**config.mk**
```make
export PLATFORM = sky130hd
export DESIGN_NAME = dl_launch_ctrl
export DESIGN_NICKNAME = d
export VERILOG_FILES = /design/src/rtl/dl_launch_pkg.sv /design/src/rtl/dl_unlock.sv /design/src/rtl/dl_regs.sv /design/src/rtl/dl_sequencer.sv /design/src/rtl/dl_launch_ctrl.sv
export SDC_FILE = /design/constraint.sdc
export NUM_CORES = 1
export LEC_CHECK = 0
export CAP_MARGIN = 25
export CORE_MARGIN = 5
export CORE_UTILIZATION = 45
export DETAILED_ROUTE_END_ITERATION = 10
export DONT_BUFFER_PORTS = 1
export GPL_TIMING_DRIVEN = 0
export PLACE_DENSITY = 0.63
export SKIP_LAST_GASP = 1
export SYNTH_ARGS = -nofsm -noshare
export SYNTH_HDL_FRONTEND = slang
export SYNTH_SLANG_ARGS = --single-unit
```
**constraint.sdc**
```tcl
create_clock -name clk -period 2.15 [get_ports clk]
set_input_delay 0.3225 -clock clk [delete_from_list [all_inputs] [get_ports clk]]
set_output_delay 0.3225 -clock clk [all_outputs]
set_load 0.1 [all_outputs]
```
**src/rtl/dl_launch_pkg.sv**
```systemverilog
package dl_launch_pkg;
  localparam int BYTE_W = 8;
  localparam int REG_AW = 3;

  localparam logic [REG_AW-1:0] REG_CTRL = 3'd0;
  localparam logic [REG_AW-1:0] REG_PLO  = 3'd1;
  localparam logic [REG_AW-1:0] REG_PHI  = 3'd2;
  localparam logic [REG_AW-1:0] REG_PGO  = 3'd3;
  localparam logic [REG_AW-1:0] REG_SLO  = 3'd4;
  localparam logic [REG_AW-1:0] REG_SHI  = 3'd5;
  localparam logic [REG_AW-1:0] REG_SGO  = 3'd6;

  localparam logic [BYTE_W-1:0] KEY_FIRST  = 8'h42;
  localparam logic [BYTE_W-1:0] KEY_SECOND = 8'h52;

  typedef enum logic [1:0] {
    UL_IDLE  = 2'd0,
    UL_HALF  = 2'd1,
    UL_OPEN  = 2'd2
  } unlock_t;
endpackage

```
**src/rtl/dl_unlock.sv**
```systemverilog
module dl_unlock
  import dl_launch_pkg::*;
(
  input  logic              clk,
  input  logic              rst,
  input  logic              ctrl_wr,
  input  logic [BYTE_W-1:0] wr_data,
  output logic              open_o
);
  unlock_t state;

  always_ff @(posedge clk) begin
    if (rst) begin
      state <= UL_IDLE;
    end else if (ctrl_wr) begin
      case (state)
        UL_IDLE: state <= (wr_data == KEY_FIRST)  ? UL_HALF : UL_IDLE;
        UL_HALF: state <= (wr_data == KEY_SECOND) ? UL_OPEN : UL_IDLE;
        default: state <= UL_OPEN;
      endcase
    end
  end

  assign open_o = (state == UL_OPEN);
endmodule

```
**src/rtl/dl_regs.sv**
```systemverilog
module dl_regs
  import dl_launch_pkg::*;
#(
  parameter int              BANK_W  = 3,
  parameter int              CFG_W   = 3,
  parameter logic [BYTE_W-CFG_W-1:0] VERSION = '0
) (
  input  logic                clk,
  input  logic                rst,
  input  logic                wr_en,
  input  logic [REG_AW-1:0]   wr_addr,
  input  logic [BYTE_W-1:0]   wr_data,
  input  logic                rd_en,
  input  logic [REG_AW-1:0]   rd_addr,
  input  logic                unlocked,
  input  logic                enable,
  input  logic [BANK_W-1:0]   bank,
  input  logic [CFG_W-1:0]    vid_cfg,
  output logic [2*BYTE_W-1:0] pri_addr,
  output logic [2*BYTE_W-1:0] sec_addr,
  output logic [BYTE_W-1:0]   rd_data
);
  always_ff @(posedge clk) begin
    if (rst) begin
      pri_addr <= '0;
      sec_addr <= '0;
    end else if (wr_en) begin
      case (wr_addr)
        REG_PLO: pri_addr[BYTE_W-1:0]        <= wr_data;
        REG_PHI: pri_addr[2*BYTE_W-1:BYTE_W] <= wr_data;
        REG_SLO: sec_addr[BYTE_W-1:0]        <= wr_data;
        REG_SHI: sec_addr[2*BYTE_W-1:BYTE_W] <= wr_data;
        default: ;
      endcase
    end
  end

  always_ff @(posedge clk) begin
    if (rst) begin
      rd_data <= '0;
    end else if (rd_en) begin
      case (rd_addr)
        REG_CTRL: rd_data <= {unlocked, {(BYTE_W-2){1'b0}}, enable};
        REG_PLO:  rd_data <= pri_addr[BYTE_W-1:0];
        REG_PHI:  rd_data <= pri_addr[2*BYTE_W-1:BYTE_W];
        REG_PGO:  rd_data <= {VERSION, vid_cfg};
        REG_SLO:  rd_data <= sec_addr[BYTE_W-1:0];
        REG_SHI:  rd_data <= sec_addr[2*BYTE_W-1:BYTE_W];
        REG_SGO:  rd_data <= {{(BYTE_W-BANK_W){1'b0}}, bank};
        default:  rd_data <= '0;
      endcase
    end
  end
endmodule

```
**src/rtl/dl_sequencer.sv**
```systemverilog
module dl_sequencer
  import dl_launch_pkg::*;
#(
  parameter int BANK_W = 3
) (
  input  logic                clk,
  input  logic                rst,
  input  logic                ctrl_wr_ok,
  input  logic                pgo_wr,
  input  logic                sgo_wr,
  input  logic [BYTE_W-1:0]   wr_data,
  input  logic                frame_start,
  input  logic                end_of_list,
  input  logic [2*BYTE_W-1:0] pri_addr,
  input  logic [2*BYTE_W-1:0] sec_addr,
  output logic                enable,
  output logic                run,
  output logic                load,
  output logic [2*BYTE_W-1:0] pc,
  output logic [BANK_W-1:0]   bank
);
  localparam int BANK_SEL_BIT = 3;

  logic in_sec;

  always_ff @(posedge clk) begin
    if (rst) begin
      enable <= 1'b0;
      run    <= 1'b0;
      load   <= 1'b0;
      pc     <= '0;
      bank   <= '0;
      in_sec <= 1'b0;
    end else begin
      load <= 1'b0;
      if (ctrl_wr_ok) enable <= wr_data[0];
      if (ctrl_wr_ok && !wr_data[0]) begin
        run    <= 1'b0;
        in_sec <= 1'b0;
      end else if (pgo_wr) begin
        load   <= 1'b1;
        pc     <= pri_addr;
        run    <= 1'b1;
        in_sec <= 1'b0;
      end else if (sgo_wr) begin
        load   <= 1'b1;
        pc     <= sec_addr;
        run    <= 1'b1;
        in_sec <= 1'b1;
        if (wr_data[BANK_SEL_BIT]) bank <= wr_data[BANK_W-1:0];
      end else if (frame_start && enable) begin
        load   <= 1'b1;
        pc     <= pri_addr;
        run    <= 1'b1;
        in_sec <= 1'b0;
      end else if (end_of_list && run) begin
        if (in_sec) begin
          load   <= 1'b1;
          pc     <= pri_addr;
          in_sec <= 1'b0;
        end else begin
          run <= 1'b0;
        end
      end
    end
  end
endmodule

```
**src/rtl/dl_launch_ctrl.sv**
```systemverilog
module dl_launch_ctrl
  import dl_launch_pkg::*;
#(
  parameter int                      BANK_W  = 3,
  parameter int                      CFG_W   = 3,
  parameter logic [BYTE_W-CFG_W-1:0] VERSION = 5'h03
) (
  input  logic                clk,
  input  logic                rst,
  input  logic                wr_en,
  input  logic [REG_AW-1:0]   wr_addr,
  input  logic [BYTE_W-1:0]   wr_data,
  input  logic                rd_en,
  input  logic [REG_AW-1:0]   rd_addr,
  output logic [BYTE_W-1:0]   rd_data,
  input  logic                frame_start,
  input  logic                end_of_list,
  input  logic [CFG_W-1:0]    vid_cfg,
  output logic                dl_run,
  output logic                dl_load,
  output logic [2*BYTE_W-1:0] dl_pc,
  output logic [BANK_W-1:0]   dl_bank
);
  logic                ctrl_wr, unlocked, enable;
  logic [2*BYTE_W-1:0] pri_addr, sec_addr;

  assign ctrl_wr = wr_en && (wr_addr == REG_CTRL);

  dl_unlock u_unlock (
    .clk(clk), .rst(rst), .ctrl_wr(ctrl_wr), .wr_data(wr_data), .open_o(unlocked)
  );

  dl_regs #(.BANK_W(BANK_W), .CFG_W(CFG_W), .VERSION(VERSION)) u_regs (
    .clk(clk), .rst(rst), .wr_en(wr_en), .wr_addr(wr_addr), .wr_data(wr_data),
    .rd_en(rd_en), .rd_addr(rd_addr), .unlocked(unlocked), .enable(enable),
    .bank(dl_bank), .vid_cfg(vid_cfg), .pri_addr(pri_addr), .sec_addr(sec_addr),
    .rd_data(rd_data)
  );

  dl_sequencer #(.BANK_W(BANK_W)) u_seq (
    .clk(clk), .rst(rst),
    .ctrl_wr_ok(ctrl_wr && unlocked),
    .pgo_wr(wr_en && (wr_addr == REG_PGO)),
    .sgo_wr(wr_en && (wr_addr == REG_SGO)),
    .wr_data(wr_data), .frame_start(frame_start), .end_of_list(end_of_list),
    .pri_addr(pri_addr), .sec_addr(sec_addr), .enable(enable),
    .run(dl_run), .load(dl_load), .pc(dl_pc), .bank(dl_bank)
  );
endmodule

```
Word level (Yosys, flattened, before mapping). Index checks and enable logic that the tools add are counted.

Bits of input ports: 23. Logic and storage cells: 76. Register bits: 65. Output and inout port bits: 29.

Reduce and logical (&&, ||, !) cells: 23. Mux-type cells: 22. Bitwise logic cells: 2. Equal/unequal tests: 17.

Operators by type and width (count): 2-to-1 mux 16 bit (5); one-hot mux 8 bit (7 select lines) (1); equality test 3 bit, second input constant (6); equality test 8 x 7 -> 1 bit, second input constant (2); 2-to-1 mux 1 bit (14); equality test 3 x 2 -> 1 bit, second input constant (4); AND reduction 2 bit (5); nonzero test 4 bit (2); logical AND 1 bit (7); equality test 3 x 1 -> 1 bit, second input constant (2); zero test 3 bit (2); != test 4 x 2 -> 1 bit, second input constant (1); one-hot mux 2 bit (2 select lines) (1); AND reduction 4 bit (1); AND reduction 3 bit (1); nonzero test 3 bit (1); OR reduction 3 bit (1); equality test 2 x 1 -> 1 bit, second input constant (1); equality test 2 bit, second input constant (1); zero test 2 bit (1); 2-to-1 mux 2 bit (1); inverter 1 bit (2); OR reduction 2 bit (1); zero test 1 bit (1).

Logic depth before layout (Yosys ltp). Gate-level depths: netlist (run 1).

Depth after elaboration: 6. Depth in mapped cells: 7. Gate-level depth less buffers: 4.

Hierarchy. From an unflattened synthesis (run 1), not the netlist that was laid out.

Cells, all modules: 326. Area total of the unflattened synthesis: 3085.5 µm².

Modules (own cells, without submodules): dl_regs (times used 1, area each 1803.0 µm², sequential area each 800.8 µm², cells each 207); dl_sequencer (times used 1, area each 1113.6 µm², sequential area each 460.4 µm², cells each 104); dl_unlock (times used 1, area each 116.4 µm², sequential area each 40.0 µm², cells each 11); dl_launch_ctrl (times used 1, area each 52.6 µm², sequential area each 0.0 µm², cells each 4).

Least setup slack after synthesis (run 1). Ideal clock, no wire load.

Kind: register -> register. Start point: register u_seq.run. End point: register u_seq.pc[10]. Setup time: 86 ps. Clock period less this slack: 2143 ps. Setup slack: 7 ps. Arrival: 2057 ps. Path buffers: 1. Data required time: 2064 ps. Stages on the path, launching flop included: 6. Cells stage by stage: dfxtp_1 nand3_1 o211ai_1 clkbuf_1 a21oi_1 a211oi_1.

Word-level cells in the longest chain between the ends: 3.

Ends and longest elaborated chain: from (decl) (line dl_sequencer.sv:17) `output logic run,`; from (signal assigned) (line dl_sequencer.sv:29) `run <= 1'b0;`; from (signal assigned) (line dl_sequencer.sv:38) `run <= 1'b0;`; from (signal assigned) (line dl_sequencer.sv:43) `run <= 1'b1;`; logical AND 1 bit (line dl_sequencer.sv:56) `end else if (end_of_list && run) begin`; nonzero test 4 bit (no line); AND reduction 3 bit (no line); to (signal assigned) (line dl_sequencer.sv:47) `pc <= sec_addr;`; to (signal assigned) (line dl_sequencer.sv:53) `pc <= pri_addr;`; to (signal assigned) (line dl_sequencer.sv:59) `pc <= pri_addr;`; to (decl) (line dl_sequencer.sv:19) `output logic [2*BYTE_W-1:0] pc,`.

Every way passes these cells. A chain may end at the register's enable or synchronous reset.

Final worst setup path (run 1).
Start point: register u_seq.bank[0]. End point: register u_regs.rd_data[0].

Word-level cells in the longest chain between the ends: 1.

Ends and longest elaborated chain: from (decl) (line dl_sequencer.sv:20) `output logic [BANK_W-1:0] bank`; from (signal assigned) (line dl_sequencer.sv:50) `if (wr_data[BANK_SEL_BIT]) bank <= wr_data[BANK_W-1:0];`; one-hot mux 8 bit (7 select lines) (line dl_regs.sv:42) `case (rd_addr)`; to (signal assigned) (line dl_regs.sv:43) `REG_CTRL: rd_data <= {unlocked, {(BYTE_W-2){1'b0}}, enable};`; to (signal assigned) (line dl_regs.sv:44) `REG_PLO: rd_data <= pri_addr[BYTE_W-1:0];`; to (signal assigned) (line dl_regs.sv:45) `REG_PHI: rd_data <= pri_addr[2*BYTE_W-1:BYTE_W];`; to (decl) (line dl_regs.sv:21) `output logic [BYTE_W-1:0] rd_data`.

Every way passes these cells.

==> results of run 1 <==
[layout make-up]
class	count	area, µm²	area share
Clock buffer	10	128	0.0396
Multi-Input combinational cell	230	1500	0.466
Buffer	29	133	0.0411
Timing Repair Buffer	2	12.5	0.00388
Tap cell	77	96.3	0.0299
Clock inverter	6	35.0	0.0109
Sequential cell	65	1310	0.405
Inverter	3	11.3	0.00349
[synth_stat cells (all sizes together)]
cell type,instances,share of area
a211o,2,0.0059
a211oi,21,0.053
a21o,1,0.0025
a21oi,37,0.064
a221oi,2,0.0059
a22oi,2,0.0051
a2bb2oi,5,0.015
a31oi,2,0.0042
and3,1,0.0021
and4,1,0.0030
buf,8,0.018
clkbuf,21,0.027
dfxtp,65,0.44
inv,3,0.0038
mux2,4,0.015
mux2i,40,0.14
mux4,2,0.015
nand2,41,0.052
nand2b,5,0.011
nand3,2,0.0034
nand4b,2,0.0059
nor2,28,0.036
nor2b,4,0.0085
nor3,4,0.0085
nor3b,1,0.0025
nor4b,2,0.0059
nor4bb,2,0.0068
o211ai,1,0.0025
o21a,1,0.0025
o21ai,8,0.014
o22ai,3,0.0064
or2,1,0.0021
or3,2,0.0042
or4b,2,0.0081
xnor2,1,0.0030
[sequential cells by signal, summed over array words and instances (netlist names)]
register	flops
u_regs.pri_addr	16
u_regs.sec_addr	16
u_seq.pc	16
u_regs.rd_data	8
u_seq.bank	3
u_unlock.state	2
u_seq.enable	1
u_seq.in_sec	1
u_seq.load	1
u_seq.run	1
[worst paths after layout]
kind,end,from,slack [ps],depth (start not counted)
setup / recovery,u_regs.rd_data[0]$_SDFFE_PP0P_,u_seq.bank[0]$_SDFFE_PP0P_,250,4
hold / removal,u_regs.sec_addr[4]$_SDFFE_PP0P_,wr_data[4],110,2
setup reg to reg,u_regs.rd_data[0]$_SDFFE_PP0P_,u_seq.bank[0]$_SDFFE_PP0P_,250,4
hold reg to reg,u_regs.sec_addr[6]$_SDFFE_PP0P_,u_regs.sec_addr[6]$_SDFFE_PP0P_,470,2
[cells in the final DEF, fill, tap and decap left out, drive strengths merged, types with 5 or more instances in the layout]
| cell | instances |
|---|---|
| dfxtp | 65 |
| a21oi | 37 |
| o21ai | 8 |
| a2bb2oi | 5 |
| clkbuf | 32 |
| a211oi | 21 |
| buf | 9 |
| nand2b | 5 |
| mux2i | 40 |
| nand2 | 41 |
| nor2 | 28 |
[routing by layer]
layer / share of wire / vias up / wire [µm]
li1: - / 1198 / -
met1: 0.45 / 1140 / 3660
met2: 0.45 / 90 / 3610
met3: 0.085 / 13 / 690
met4: 0.017 / 0 / 141
met5: 0 / - / 0
[cells by family after synthesis]
kind of cell,synth area share
and+or+nand+nor,0.160
xor gates and xnor gates,0.00297
AOI/OAI and AO/OA,0.181
DFF,0.441
muxes,0.166
buffers and inverters,0.0484
[where the power goes]
| part | total [µW] | switching, µW | internal (µW) |
|---|---|---|---|
| clock | 880 | 471 | 409 |
| sequential | 1470 | 230 | 1240 |
| combinational | 211 | 128 | 82.6 |
| total | 2570 | 829 | 1740 |
[what timing repair did]
action | in CTS | in global routing
endpoints found under the setup margin | 12 | 1
cloned | 0 | 0
resized for setup | 2 | 2
hold buffers | 0 | 0
[worst max-delay path: cells and delay by family, from the launching register on]
kind,cells,cell delay (ps)
compound gates,3,620
flops,1,970
mux,1,230
[metrics by stage]
step / worst slack, ps / TNS [ps] / total power [µW] / hold WS, ps / util
after floorplan: 7.40 / 0 / 1650 / 445 / -
after detailed placement: -398 / -3700 / 1710 / 464 / 0.481
after global placement: -329 / -3130 / 1710 / 456 / 0.479
after global routing: 94.6 / 0 / 2660 / 104 / 0.508
after CTS: 156 / 0 / 2580 / 98.3 / 0.507
final: 252 / 0 / 2570 / 111 / 0.508
==> metrics.txt, run 1 <==
status completed; crit path kind reg -> reg; DR WL/cell 19.2 µm; PwrDens 796 mW/mm²; net count after synthesis 350; Leak Pwr 0.00119 µW; Post-Synthesis Cells 327; Final setup viols 0; unrepaired setup endpoints after global routing false; Slew headroom 0.332; Core Box Area 0.00635 mm²; Initial Util 0.464; Worst path slowest cell dfxtp_1; global-route usage over all layers 0.198; GRT overflow 0; min-delay worst type in -> reg; fin cells 422; Max Cap Viol 0; Inserted Clock Buffers 9; Post-DP Area 0.00305 mm²; Worst Path Max Fanout 3; DRC viols 0; Avg Inst Size Synth 9.01 µm²; drt total wl 8100 µm; Hold Fails Final Rpt 0; H-tree lvl count 3; first-pass iteration count of the detailed router 4; area growth from synthesis to layout 9.38%; Antenna diodes 0; M3 GR Usage 0.0711; vias in the first global route 2321; Layout Nets 363; clk buf depth 2; Clock Sinks 65; vias 2441; initial drt markers 223; slew at the pin closest to its max-slew limit 1000 ps; layout cells sized above 1 0.107; Reg clk slew, reported paths 70 ps; first-pass GRT wire length 12900 µm; worst ir drop on vdd 682 µV; vias per cell 5.78; initial antenna violation count 0; postcts setup bufs 0; Max Clock Freq 527 MHz; Cell Rows 29; Worst Path Required 2410 ps; max-slew violation count 0; Tmin final 1900 ps; FILL cells 613; CTS root buf clkbuf_8; met1 global-route usage 0.265; placed insts 405; gr busiest metal met2; Final GP Congestion 0.863; largest net degree at the start of global routing 12; Yosys warning total 0; final antenna-violating net count 0; Final Instance Area 0.00322 mm²; period utilisation layout 0.883; Port-buffer cells 0; die span in y 90.9 µm; post-DP HPWL 5810 µm; Synth Cell Area 0.00295 mm²; Seq cells post-synth 65; Worst setup SP type flop; CP cell instances mux2i_1, a2bb2oi_1, a21o_1, a211oi_1; post-synth cell types 39; Layout Skew 5.46 ps; Die Wd 90.9 µm; CTS tree done; Die ar. 0.00827 mm²; CP Capture Type flop; post-synthesis sequential area ratio 0.441; met2 usage 0.302; Worst-Skew Late Latency 340 ps; Worst path max stage delay 970 ps; I/O pin count 52; CP arrival 2160 ps
Power figures use the tool's default switching activity.
==> run 2: changes to the inputs <==
--- a/config.mk
+++ b/config.mk
@@ -11,7 +11,9 @@
 export DETAILED_ROUTE_END_ITERATION = 10
 export DONT_BUFFER_PORTS = 1
 export GPL_TIMING_DRIVEN = 0
+export MAX_ROUTING_LAYER = met4
 export PLACE_DENSITY = 0.63
+export SETUP_SLACK_MARGIN = 0.05
 export SKIP_LAST_GASP = 1
 export SYNTH_ARGS = -nofsm -noshare
 export SYNTH_HDL_FRONTEND = slang
==> constraint.sdc (replaced) <==
create_clock -name clk -period 2.2 [get_ports clk]
set_input_delay 0.33 -clock clk [delete_from_list [all_inputs] [get_ports clk]]
set_output_delay 0.33 -clock clk [all_outputs]
set_load 0.1 [all_outputs]
==> run 2 against run 1 <==
Total power fell by 2.4%. Highest routed layer unchanged. Clock skew barely moved. Sequential power barely moved. Final cell count did not move. First-iteration DRC count rose by 15%. Maximum frequency rose by 0.27%.
==> metrics.txt, run 2 (same netlist as run 1, synthesis figures left out) <==
status completed; PwrDens 777 mW/mm²; Hold Fails Final Rpt 0; Die ar. 0.00827 mm²; max-slew violation count 0; Worst setup SP type flop; GRT overflow 0; FILL cells 613; Worst path slowest cell dfxtp_1; top flop regs u_regs.pri_addr: 16 flops, u_regs.sec_addr: 16 flops, u_seq.pc: 16 flops; Worst R2R Path Depth 4; Post-DP Area 0.00305 mm²; crit path kind reg -> reg; reg2reg end u_regs.rd_data[0]$_SDFFE_PP0P_; Hold Path Sink u_regs.sec_addr[4]$_SDFFE_PP0P_; CP cell instances mux2i_1, a2bb2oi_1, a21o_1, a211oi_1; vias 2420; final antenna-violating net count 0; Hold Startpoint wr_data[4]; first-pass iteration count of the detailed router 4; Power Internal 1700 µW; Worst-Skew Late Latency 340 ps; Reg clk slew, reported paths 70 ps; Antenna diodes 0; Worst Path Required 2460 ps; postcts setup bufs 0; Seq pwr share 0.575; Register Area 0.00131 mm²; Initial Util 0.464; CP Capture Type flop; total power draw 2510 µW; WP buf/inv 0; CTS root buf clkbuf_8; H-tree lvl count 3; Slew headroom 0.329; Final GP Congestion 0.877; CP arrival 2160 ps; Crit path max-delay family flip-flops; CTS tree done; Clock Power Share 0.342; Final Instance Area 0.00322 mm²; Layout Skew 5.85 ps; period utilisation layout 0.861; slew at the pin closest to its max-slew limit 1000 ps; Cell Rows 29; DR WL/cell 19.2 µm; most frequent cells in the layout dfxtp_1 (64), nand2_1 (41), mux2i_1 (40); DRC viols 0; Max Cap Viol 0; Post-CTS Hold Fix Bufs 0; drt total wl 8120 µm; Layout Nets 363; area of the multi-input gates 0.00150 mm²; I/O pin count 52; largest net degree at the start of global routing 12; Tmin final 1890 ps; Final Util 0.508; Switching Share 0.323; vias in the first global route 2305; clk buf depth 2; Worst path max stage delay 970 ps; global-route usage over all layers 0.205; Leak Pwr 0.00119 µW; commonest non-fill, non-tap cell in the layout dfxtp_1; worst ir drop on vdd 665 µV; WHS Path Cells 2; Clock Sinks 65; Final setup viols 0; initial antenna violation count 0; Comb pwr share 0.082; Worst R2R Setup Slack 310 ps; Reg2Reg Launch Point u_seq.bank[0]$_SDFFE_PP0P_; die span in y 90.9 µm; Max Clock Freq 528 MHz; unrepaired setup endpoints after global routing false; min-delay worst type in -> reg; vias per cell 5.73; Inserted Clock Buffers 9; initial drt markers 256; fin cells 422; Core Box Area 0.00635 mm²; layout cells sized above 1 0.107; post-DP HPWL 5810 µm; Port-buffer cells 0; Net Sw Power 808 µW; area growth from synthesis to layout 9.38%; first-pass GRT wire length 13000 µm; Worst Path Max Fanout 3; placed insts 405; Die Wd 90.9 µm
## run 2: repair_timing
item                                    CTS  global route
cloned                                    0             0
resized for setup                         2             2
endpoints found under the setup margin   12             1
## run 2: stage by stage
step | hold WS (ps) | setup slack, ps | TNS [ps]
after floorplan | 445 | 57.4 | 0
after global placement | 456 | -279 | -2630
after global routing | 111 | 145 | 0
final | 120 | 307 | 0
after CTS | 106 | 206 | 0
after detailed placement | 464 | -348 | -3200
## run 2: worst max path at each step
stage,cells past startpoint,to,from
2_1_floorplan,5,u_seq.pc[10]$_SDFFE_PP0P_,u_seq.run$_SDFFE_PP0P_
3_3_place_gp,5,u_seq.pc[8]$_SDFFE_PP0P_,u_seq.run$_SDFFE_PP0P_
3_5_place_dp,5,u_seq.pc[9]$_SDFFE_PP0P_,u_seq.run$_SDFFE_PP0P_
4_1_cts,5,u_seq.pc[9]$_SDFFE_PP0P_,u_seq.run$_SDFFE_PP0P_
5_1_grt,5,u_seq.pc[10]$_SDFFE_PP0P_,u_seq.run$_SDFFE_PP0P_
6_report,4,u_regs.rd_data[0]$_SDFFE_PP0P_,u_seq.bank[0]$_SDFFE_PP0P_
## run 2: cell type report
cell class | instances | area share
well taps | 77 | 0.0299
plain buffers | 29 | 0.0411
multi-input cells | 230 | 0.466
clock inverters | 6 | 0.0109
flip-flops and latches | 65 | 0.405
repair buffers | 2 | 0.00388
inverters | 3 | 0.00349
clock buffers | 10 | 0.0396
## run 2: routing by layer
metal / share of wire / vias to the layer above / GRT usage
met1: 0.47 / 1141 / 0.271
met3: 0.061 / 11 / 0.0636
met2: 0.45 / 73 / 0.303
li1: - / 1195 / -
met4: 0.014 / 0 / 0.0538
met5: 0 / - / -
## run 2: power groups by stage
| stage | Clock (µW) | Sequential [µW] | Combinational [µW] |
|---|---|---|---|
| after global placement | 0 | 1470 | 200 |
| after global routing | 926 | 1450 | 228 |
| after CTS | 875 | 1440 | 205 |
| final | 858 | 1440 | 206 |
| after floorplan | 0 | 1460 | 156 |
| after detailed placement | 0 | 1470 | 204 |
